**src/rtl/dsm2_modulator.sv**
```systemverilog
module dsm2_modulator #(
  parameter int IN_W    = 14,
  parameter int ACC_W   = 18,
  parameter int CODE_W  = 3,
  parameter int LATENCY = 3
) (
  input  logic              clk,
  input  logic              rst,
  input  logic              in_valid,
  input  logic [IN_W-1:0]   in_sample,
  output logic              out_valid,
  output logic [CODE_W-1:0] out_code
);
  localparam int STEP_SH = IN_W - CODE_W;
  localparam int NLEV    = 1 << CODE_W;
  localparam int WW      = ACC_W + 2;
  localparam int TAIL    = LATENCY - 2;
  localparam logic signed [WW-1:0] MAXV = {{(WW-ACC_W+1){1'b0}}, {(ACC_W-1){1'b1}}};
  localparam logic signed [WW-1:0] MINV = {{(WW-ACC_W+1){1'b1}}, {(ACC_W-1){1'b0}}};
  localparam logic signed [ACC_W-1:0] QHI = ACC_W'(NLEV/2 - 1);
  localparam logic signed [ACC_W-1:0] QLO = -ACC_W'(NLEV/2);

  logic signed [IN_W-1:0]  xr;
  logic                    x_vld;
  logic signed [ACC_W-1:0] i1, i2, i2_sh;
  logic [CODE_W-1:0]       q, code_r;
  logic                    code_vld;
  logic signed [WW-1:0]    e_i1, e_i2, e_x, lev, s1, s2;

  function automatic logic signed [ACC_W-1:0] sat(input logic signed [WW-1:0] s);
    if (s > MAXV)      return MAXV[ACC_W-1:0];
    else if (s < MINV) return MINV[ACC_W-1:0];
    else               return s[ACC_W-1:0];
  endfunction

  assign i2_sh = i2 >>> STEP_SH;

  always_comb begin
    if (i2_sh > QHI)      q = CODE_W'(NLEV - 1);
    else if (i2_sh < QLO) q = '0;
    else                  q = {~i2_sh[CODE_W-1], i2_sh[CODE_W-2:0]};
  end

  assign e_i1 = i1;
  assign e_i2 = i2;
  assign e_x  = xr;
  assign lev  = (($signed({{(WW-CODE_W){1'b0}}, q}) <<< 1) - WW'(NLEV - 1)) <<< (STEP_SH - 1);
  assign s1   = e_i1 + e_x - lev;
  assign s2   = e_i2 + e_i1 - (lev <<< 1);

  always_ff @(posedge clk) begin
    if (rst) begin
      xr       <= '0;
      x_vld    <= 1'b0;
      i1       <= '0;
      i2       <= '0;
      code_r   <= '0;
      code_vld <= 1'b0;
    end else begin
      xr       <= in_sample;
      x_vld    <= in_valid;
      code_vld <= x_vld;
      if (x_vld) begin
        i1     <= sat(s1);
        i2     <= sat(s2);
        code_r <= q;
      end
    end
  end

  generate
    if (TAIL == 0) begin : g_direct
      assign out_valid = code_vld;
      assign out_code  = code_r;
    end else begin : g_tail
      logic              tv [TAIL];
      logic [CODE_W-1:0] tc [TAIL];
      always_ff @(posedge clk) begin
        if (rst) begin
          for (int k = 0; k < TAIL; k++) begin
            tv[k] <= 1'b0;
            tc[k] <= '0;
          end
        end else begin
          tv[0] <= code_vld;
          tc[0] <= code_vld ? code_r : '0;
          for (int k = 1; k < TAIL; k++) begin
            tv[k] <= tv[k-1];
            tc[k] <= tc[k-1];
          end
        end
      end
      assign out_valid = tv[TAIL-1];
      assign out_code  = tc[TAIL-1];
    end
  endgenerate


  hold_state_chk: assert property (@(posedge clk) disable iff (rst)
    !x_vld |=> ($stable(i1) && $stable(i2)));


  no_wrap_chk: assert property (@(posedge clk) disable iff (rst)
    x_vld |=> ((($signed({i1[ACC_W-1], i1}) - $signed({$past(i1[ACC_W-1]), $past(i1)})) <= $signed((ACC_W+1)'(1 << IN_W))) &&
               (($signed({i1[ACC_W-1], i1}) - $signed({$past(i1[ACC_W-1]), $past(i1)})) >= -$signed((ACC_W+1)'(1 << IN_W)))));


  reset_clear_chk: assert property (@(posedge clk)
    rst |=> (i1 == '0 && i2 == '0 && !code_vld && !x_vld));


  code_sign_chk: assert property (@(posedge clk) disable iff (rst)
    (x_vld && !i2[ACC_W-1]) |=> code_r[CODE_W-1]);
endmodule

```
**config.mk**
```make
export PLATFORM = sky130hd
export DESIGN_NAME = dsm2_modulator
export DESIGN_NICKNAME = d
export VERILOG_FILES = /design/src/rtl/dsm2_modulator.sv
export SDC_FILE = /design/constraint.sdc
export NUM_CORES = 1
export LEC_CHECK = 0
export BUFFER_PORTS_ARGS = -buffer_cell sky130_fd_sc_hd__buf_2
export CAP_MARGIN = 20
export CORE_MARGIN = 3
export CORE_UTILIZATION = 47
export CTS_CLUSTER_DIAMETER = 50
export DETAILED_ROUTE_END_ITERATION = 8
export PLACE_DENSITY = 0.63
export REMOVE_ABC_BUFFERS = 1
export SETUP_SLACK_MARGIN = 0.1
export SYNTH_ARGS = -nofsm -noshare
export SYNTH_HDL_FRONTEND = slang
export SYNTH_SLANG_ARGS = --single-unit
export TNS_END_PERCENT = 20
```
**constraint.sdc**
```tcl
create_clock -name clk -period 6.1 [get_ports clk]
set_clock_uncertainty 0.15 [all_clocks]
set_input_delay 0.915 -clock clk [delete_from_list [all_inputs] [get_ports clk]]
set_output_delay 0.915 -clock clk [all_outputs]
set_load 0.005 [all_outputs]
```
==> results of run 1 <==
-- stage by stage --
| step | cell area (um2) | util, % | worst slack, ps | hold slack, ps |
|---|---|---|---|---|
| global placement | 5060 | 50.8 | 1760 | 284 |
| finish | 5250 | 52.8 | 1500 | 297 |
| detailed placement | 5060 | 50.8 | 1530 | 291 |
| floorplan | 4770 | - | 2180 | 275 |
| global route | 5250 | 52.8 | 1150 | 325 |
| CTS | 5250 | 52.8 | 1510 | 301 |
-- cell usage in the layout (no fill, tap or decap), types with 2 or more instances in the layout --
| master | n |
|---|---|
| a2111oi_2 | 2 |
| a211oi_1 | 8 |
| a21boi_0 | 2 |
| a21o_1 | 7 |
| a21oi_1 | 52 |
| a311o_1 | 2 |
| a311oi_1 | 3 |
| a31oi_1 | 4 |
| a41oi_1 | 2 |
| and2_1 | 7 |
| and3_1 | 7 |
| and4_1 | 2 |
| buf_2 | 20 |
| buf_4 | 2 |
| clkbuf_8 | 9 |
| clkinvlp_4 | 3 |
| dfxtp_1 | 59 |
| fa_1 | 11 |
| ha_1 | 61 |
| inv_1 | 102 |
| nand2_1 | 54 |
| nand2_2 | 2 |
| nand2b_1 | 4 |
| nand3_1 | 9 |
| nand4_1 | 7 |
| nor2_1 | 45 |
| nor2b_1 | 23 |
| nor3_1 | 3 |
| o211ai_1 | 3 |
| o21a_1 | 6 |
| o21ai_0 | 24 |
| o21ai_1 | 20 |
| o21ai_2 | 6 |
| o21bai_1 | 5 |
| o31ai_1 | 3 |
| or4_1 | 2 |
| xnor2_1 | 21 |
| xor2_1 | 11 |
-- cell type report --
cell class	count	area [um2]
tap	133	166
multi-input combinational	442	3210
inverter	102	383
clock inverter	6	66.3
clock buffer	10	128
fill	974	4700
timing repair buffer	22	115
sequential	59	1180
-- synthesized netlist by cell type (all sizes together), types with 3 or more instances --
cell,number,area (um2)
o211ai,3,22.5
nor3,3,15.0
and2,7,43.8
nor2,46,173
fa,11,220
a31oi,4,25.0
a211oi,8,60.1
xor2,11,96.3
clkbuf,11,42.5
a21boi,3,22.5
and3,7,43.8
xnor2,21,184
nand3,9,45.0
a21oi,52,260
a21o,7,52.6
nor2b,23,144
ha,61,763
o21a,8,68.8
nand2,56,215
nand4,7,43.8
a311oi,3,26.3
inv,102,383
o31ai,4,43.8
o21bai,5,37.5
nand2b,5,38.8
buf,13,72.6
o21ai,50,273
dfxtp,59,1180
-- worst max-delay path, delay by kind of cell, from the launching register on --
family,cells,cell delay (ps)
xor+xnor,1,140
compound gates,7,1770
simple gates,3,930
fa+ha+maj,2,610
buf+inv,1,190
flops,1,730
-- routing by layer --
layer  up-vias  track usage, %  wire (um)
met1      1870            26.1       5250
met5         -               0          0
met3        15            4.54        411
met4         0            5.86        204
li1       2121               -          -
met2        79            33.6       5160
-- state kept, by name (all words and copies together), names as in the netlist --
register   flops
xr            14
code_vld       1
x_vld          1
g_tail.tv      1
i1            18
i2            18
g_tail.tc      3
code_r         3
-- kinds of logic (layout without fill, tap and decap cells) --
group	Yosys count	count (layout)	synth area share, %
compound gates	165	165	22.5
xor+xnor	32	32	5.73
flops	59	59	24.2
fa+ha+maj	72	72	20.1
mux	1	1	0.230
simple gates	172	172	17.0
buf+inv	126	140	10.2
-- final timing paths --
kind / startpoint / end / slack [ps] / cells past startpoint
max: i2[17] / i1[1] / 1500 / 14
max reg2reg: i2[17] / i1[1] / 1500 / 14
min reg2reg: i1[8] / i1[8] / 300 / 2
min: i1[8] / i1[8] / 300 / 2
==> impl_metrics.tcl, run 1 <==
set metrics [dict create \
    crit_fanout 17 \
    chipWidth_um 108 \
    post_cts_buffers 0 \
    tightest_slew_ps 758 \
    antenna_found_initial 0 \
    syn_area_per_cell_um2 7.80 \
    path_class "register to register" \
    cts.reportedPaths.clkPinSlew_ps 80 \
    dieArea_um2 11700 \
    status "completed" \
    grt_util_all_layers_pct 20.1 \
    cp_slowest_stage_delay_ps 730 \
    relSlewSlack_pct 49.4 \
    placementRows 36 \
    worstPathCellList "inv_1 -> a21oi_1 -> xor2_1 -> ha_1 -> a21o_1 -> ha_1 -> and4_1 -> nand4_1 -> nor4b_1 -> o21ai_0 -> o31ai_1 -> o21a_1 -> a21oi_1 -> a211oi_1" \
    ys_types 63 \
    grt_max_degree 28 \
    via_per_inst 5.28 \
    period_share_pct 75.5 \
    dr_total_vias 4085 \
    hpwl_um 8510 \
    start_util_pct 49.1 \
    start_kind "register" \
    layoutNonFillerInstCount 774 \
    dp_cells 758 \
    cts_buffers 9 \
    arrival_ps 4720 \
    grt_pass1_vias 3942 \
    firstDrtPassIters 5 \
    maxCapViolations 0 \
    numPortBuffers 20 \
    antennaDiodeCount 0 \
    netlist_instances 627 \
    place.gp.congestion 0.857 \
    synth_area_um2 4890 \
    slowest_stage "dfxtp_1" \
    synth_seq_area_share_pct 24.2 \
    endpoint_kind "register" \
    synth_warnings 0 \
    first_iter_violations 215 \
    die_y_um 108 \
    synth_edf_count 0 \
    drive_above_1_share_pct 9.36 \
    ios 21 \
    wl_per_cell_um 14.2 \
    grt_pass1_wl_um 18700 \
    ys_ff_latch 59 \
    rsz0062_at_grt "no" \
    clockBufferDepth 2 \
    fmax_mhz 217 \
    clock-root-buffer "clkbuf_8" \
    drc 0 \
    slew_violations 0 \
    hp-class "register to register" \
    routed_wl_um 11000 \
    core_um2 9950 \
    fin_nets 725 \
    cts_max_level 3 \
    syn_to_final_growth_pct 7.42 \
    hold_viol_final 0 \
    synth_ff_type "dfxtp_1" \
    gr-total-overflow 0 \
    drtAntennaViolNets 0 \
    required_ps 6220 \
    worstSkewPairLatency_ps 350 \
    synthArstFlopShare_pct 0 \
    tns_ps 0 \
    cts_tree "done" \
    cts_num_sinks 59 \
    cts_hold_buf 0 \
    min_period_ps 4600 \
    cts-resized-gates 0 \
    finalSetupViolCount 0 \
]
Power of run 1 is not shown: default switching activity piles up to over one toggle a cycle in this logic, so the estimate is an artifact.
==> run 2: changes to the inputs <==
--- a/config.mk
+++ b/config.mk
@@ -11,7 +11,7 @@
 export CORE_UTILIZATION = 47
 export CTS_CLUSTER_DIAMETER = 50
 export DETAILED_ROUTE_END_ITERATION = 8
-export PLACE_DENSITY = 0.63
+export PLACE_DENSITY = 0.65
 export REMOVE_ABC_BUFFERS = 1
 export SETUP_SLACK_MARGIN = 0.1
 export SYNTH_ARGS = -nofsm -noshare
==> constraint.sdc (replaced) <==
create_clock -name clk -period 3.91 [get_ports clk]
set_clock_uncertainty 0.15 [all_clocks]
set_input_delay 0.5865 -clock clk [delete_from_list [all_inputs] [get_ports clk]]
set_output_delay 0.5865 -clock clk [all_outputs]
set_load 0.005 [all_outputs]
==> run 2 against run 1 <==
  * Via count rose by 4.2%
  * Maximum frequency rose by 21%
  * Utilization rose by 5.3 points
  * Global-route usage rose by 0.12 points
  * Critical path depth did not move
  * Sequential share of layout area fell by 2.0 points
  * Die area did not move
  * Non-clock buffer count rose by 25
  * Final cell count rose by 3.5%
  * Routed wire length rose by 3.8%
  * Clock-buffer cell count rose by 2
  * Critical endpoint is now i2[7]
  * Largest cell class unchanged
==> impl_metrics.tcl, run 2 (synthesized netlist as in run 1, its figures left out) <==
set metrics [dict create \
    grt_util_all_layers_pct 20.3 \
    place.gp.congestion 0.920 \
    grt_pass1_wl_um 19100 \
    clock-root-buffer "clkbuf_8" \
    top_regs "i1: 18 flops, i2: 18 flops, xr: 14 flops" \
    required_ps 3990 \
    relSlewSlack_pct 51.3 \
    fill_cells 897 \
    slew_violations 0 \
    tightest_slew_ps 730 \
    cp_common_cell "o21ai_2" \
    cts_tree "done" \
    die_y_um 108 \
    reg2reg_from "i2[16]" \
    arrival_ps 3880 \
    dieArea_um2 11700 \
    path_class "register to register" \
    grt_max_degree 28 \
    wl_per_cell_um 14.3 \
    start_kind "register" \
    dr_total_vias 4257 \
    status "completed" \
    multi_input_area_um2 3470 \
    fin_util_pct 58.0 \
    worst_hold_startpoint "i2[8]" \
    firstDrtPassIters 7 \
    worstSkewPairLatency_ps 340 \
    cp_slowest_stage_delay_ps 530 \
    chipWidth_um 108 \
    start_util_pct 49.1 \
    drc 0 \
    cts_hold_buf 0 \
    endpoint_kind "register" \
    cts_num_sinks 59 \
    ios 21 \
    placementRows 36 \
    hp-class "register to register" \
    hold_viol_final 0 \
    drive_above_1_share_pct 19.6 \
    layout_commonest_cell "inv_1" \
    drtAntennaViolNets 0 \
    fin_nets 752 \
    maxCapViolations 0 \
    fmax_mhz 263 \
    finalSetupViolCount 0 \
    first_iter_violations 184 \
    grt_pass1_vias 4142 \
    post-place-ws_ps -117 \
    antenna_found_initial 0 \
    antennaDiodeCount 0 \
    syn_to_final_growth_pct 18.1 \
    via_per_inst 5.31 \
    gr-total-overflow 0 \
    numPortBuffers 20 \
    final_cell_mix "102 x inv_1, 57 x ha_1, 55 x dfxtp_1" \
    min_period_ps 3800 \
    maxUsedRoutingLayer "met4" \
    cts_max_level 3 \
    crit_fanout 7 \
    slowest_stage "or4_4" \
    seq_area_um2 1190 \
    wl_met3_um 499 \
    cts_buffers 9 \
    period_share_pct 97.1 \
    worstPathCellList "or4_4 -> a21oi_4 -> buf_6 -> fa_1 -> ha_4 -> a21oi_4 -> o21ai_2 -> a311o_1 -> or2_4 -> o221ai_4 -> buf_4 -> o21ai_2 -> a21oi_1 -> o21ai_2" \
    route.met2.wl_um 5480 \
    core_um2 9950 \
    critPathLaunch "i2[16]" \
    rsz0062_at_grt "yes" \
    fin_ws_ps 115 \
    cts.reportedPaths.clkPinSlew_ps 70 \
    hpwl_um 8790 \
    clockBufferDepth 2 \
    drt-met1-wl_um 5350 \
    routed_wl_um 11400 \
]
[run 2: timing repair]
item	CTS	global route
buffers inserted	0	6
hold endpoints to repair	0	0
resized for setup	12	56
gates cloned	1	1
pin swaps	2	24
setup endpoints to repair	34	34
[run 2: path summary, 6_finish.rpt]
path	depth (start not counted)	end	slack (ps)
min	2	i2[8]	300
max	14	i2[7]	110
min reg2reg	2	i2[8]	300
max reg2reg	14	i2[7]	110
[run 2: area by class of cell]
class | instances | area share, %
inverters | 102 | 6.63
clock inverters | 4 | 1.26
well taps | 133 | 2.88
multi-input cells | 444 | 60.1
clock buffers | 12 | 2.69
repair buffers | 47 | 5.92
flip-flops and latches | 59 | 20.5
[run 2: worst max-delay path: cells and delay by family, from the launching register on]
| family | cells | cell delay [ps] |
|---|---|---|
| simple gates | 2 | 800 |
| buf+inv | 2 | 290 |
| flops | 1 | 340 |
| fa+ha+maj | 2 | 710 |
| compound gates | 8 | 1410 |
[run 2: stage by stage]
stage / hold slack (ps) / cell area (um2) / std cells / TNS, ps
2_1_floorplan: 275 / 4770 / 603 / -18.2
6_report: 299 / 5770 / 801 / 0
3_5_place_dp: 289 / 5210 / 777 / -1490
4_1_cts: 297 / 5510 / 794 / 0
3_3_place_gp: 284 / 5210 / 777 / -725
5_1_grt: 295 / 5770 / 801 / -13.3
[run 2: metal layers]
layer	track usage, %	vias up
li1	-	2186
met1	26.7	1963
met2	35.0	97
met3	3.22	11
met4	4.42	0
met5	0	-
Power of run 2 is left out for the same reason.
==> run 3: changes to the inputs <==
--- a/config.mk
+++ b/config.mk
@@ -7,11 +7,12 @@
 export LEC_CHECK = 0
 export BUFFER_PORTS_ARGS = -buffer_cell sky130_fd_sc_hd__buf_2
 export CAP_MARGIN = 20
+export CORE_ASPECT_RATIO = 2
 export CORE_MARGIN = 3
 export CORE_UTILIZATION = 47
 export CTS_CLUSTER_DIAMETER = 50
 export DETAILED_ROUTE_END_ITERATION = 8
-export PLACE_DENSITY = 0.65
+export PLACE_DENSITY = 0.63
 export REMOVE_ABC_BUFFERS = 1
 export SETUP_SLACK_MARGIN = 0.1
 export SYNTH_ARGS = -nofsm -noshare
==> constraint.sdc (replaced) <==
create_clock -name clk -period 4.25 [get_ports clk]
set_clock_uncertainty 0.15 [all_clocks]
set_input_delay 0.6375 -clock clk [delete_from_list [all_inputs] [get_ports clk]]
set_output_delay 0.6375 -clock clk [all_outputs]
set_load 0.005 [all_outputs]
==> run 3 against run 2 <==
  * Hold slack gained 2.5 ps
  * Die area grew 0.64%
  * Cell area shrank 4.9%
  * Flip-flop and latch count is the same
  * Register-to-register slack gained 150 ps
  * Critical path depth shrank 2
  * Final cell count shrank 2.2%
  * Global-route usage grew 1.2 points
  * Via count shrank 0.35%
==> impl_metrics.tcl, run 3 (synthesized netlist as in run 1, its figures left out) <==
set metrics [dict create \
    status "completed" \
    layout_commonest_cell "inv_1" \
    grt_util_all_layers_pct 21.5 \
    cts_num_sinks 59 \
    antennaDiodeCount 0 \
    worstSetupEndpoint "i2[14]" \
    crit_fanout 8 \
    via_per_inst 5.42 \
    gr-total-overflow 0 \
    maxCapViolations 0 \
    grt_pass1_wl_um 20000 \
    ios 21 \
    wl_per_cell_um 15.5 \
    endpoint_kind "register" \
    fin_nets 732 \
    cts_buffers 9 \
    r2r_end "i2[14]" \
    routed_wl_um 12200 \
    first_iter_violations 140 \
    reg2reg_from "i2[16]" \
    drc 0 \
    clock-root-buffer "clkbuf_16" \
    required_ps 4300 \
    cts_hold_buf 0 \
    hpwl_um 9800 \
    critPathLaunch "i2[16]" \
    worstSkewPairLatency_ps 320 \
    slew_violations 0 \
    die_y_um 150 \
    final_cell_mix "102 x inv_1, 59 x dfxtp_1, 58 x ha_1" \
    hp-class "register to register" \
    rsz0062_at_grt "yes" \
    chipWidth_um 78.1 \
    core_um2 10100 \
    finalSetupViolCount 0 \
    dr_total_vias 4242 \
    tightest_slew_ps 602 \
    place.gp.congestion 0.983 \
    start_util_pct 48.2 \
    drtAntennaViolNets 0 \
    dieArea_um2 11700 \
    fmax_mhz 251 \
    reg2reg_depth 12 \
    top_regs "i1: 18 flops, i2: 18 flops, xr: 14 flops" \
    syn_to_final_growth_pct 12.3 \
    relSlewSlack_pct 59.8 \
    start_kind "register" \
    cts_tree "done" \
    arrival_ps 4040 \
    drive_above_1_share_pct 11.4 \
    cts_max_level 3 \
    numPortBuffers 20 \
    cts.reportedPaths.clkPinSlew_ps 50 \
    clockBufferDepth 2 \
    antenna_found_initial 0 \
    tns_ps 0 \
    firstDrtPassIters 6 \
    path_class "register to register" \
    hold_viol_final 0 \
    grt_max_degree 28 \
    placementRows 52 \
    period_share_pct 93.8 \
    min_period_ps 3990 \
    rrSetupSlack_ps 260 \
    grt_pass1_vias 4293 \
]
[run 3: final cells by class]
cell class / count / area (um2)
well taps: 135 / 169
clock buffers: 12 / 256
inverters: 102 / 383
repair buffers: 28 / 160
flip-flops and latches: 59 / 1180
fillers: 1059 / 4660
clock inverters: 4 / 72.6
multi-input cells: 443 / 3270
[run 3: what timing repair did]
item | 4_1_cts | 5_1_grt
endpoints found under the setup margin | 0 | 35
setup buffers | 0 | 0
gates resized for setup | 0 | 12
[run 3: worst min-delay path by stage]
stage | startpoint | to | slack (ps) | cells after the start
after floorplan | i1[15] | i1[15] | 280 | 2
after global placement | i1[2] | i1[2] | 280 | 2
after detailed placement | i1[5] | i1[5] | 290 | 2
after CTS | i2[10] | i2[10] | 300 | 2
after global routing | code_r[2] | g_tail.tc[0][2] | 320 | 1
final | i2[2] | i2[2] | 300 | 2
[run 3: through the flow]
step                      util [%]  area (um2)  instances  setup WS (ps)  hold slack, ps
after floorplan                  -        4770        603            331             275
after global placement        50.3        5100        766            173             284
after detailed placement      50.3        5100        766            138             292
after CTS                     53.5        5430        782            117             303
after global routing          54.1        5490        783           80.7             322
final                         54.1        5490        783            264             301
[run 3: critical path: stages (launching register included)]
cell	delay (ps)
dfxtp_1	350
or4_1	560
a21oi_2	230
fa_1	460
ha_2	360
a21oi_1	200
o21ai_1	110
a311o_1	380
or2_2	310
o221ai_4	290
o21ai_2	200
a21oi_1	230
o21ai_2	60
[run 3: layer usage]
metal,GRT usage (%),vias up,routed length (um)
met5,0,-,0
met2,41.7,68,6860
li1,-,2143,-
met3,2.04,33,191
met4,10.7,0,481
met1,22.4,1998,4630
Power of run 3 is left out for the same reason.
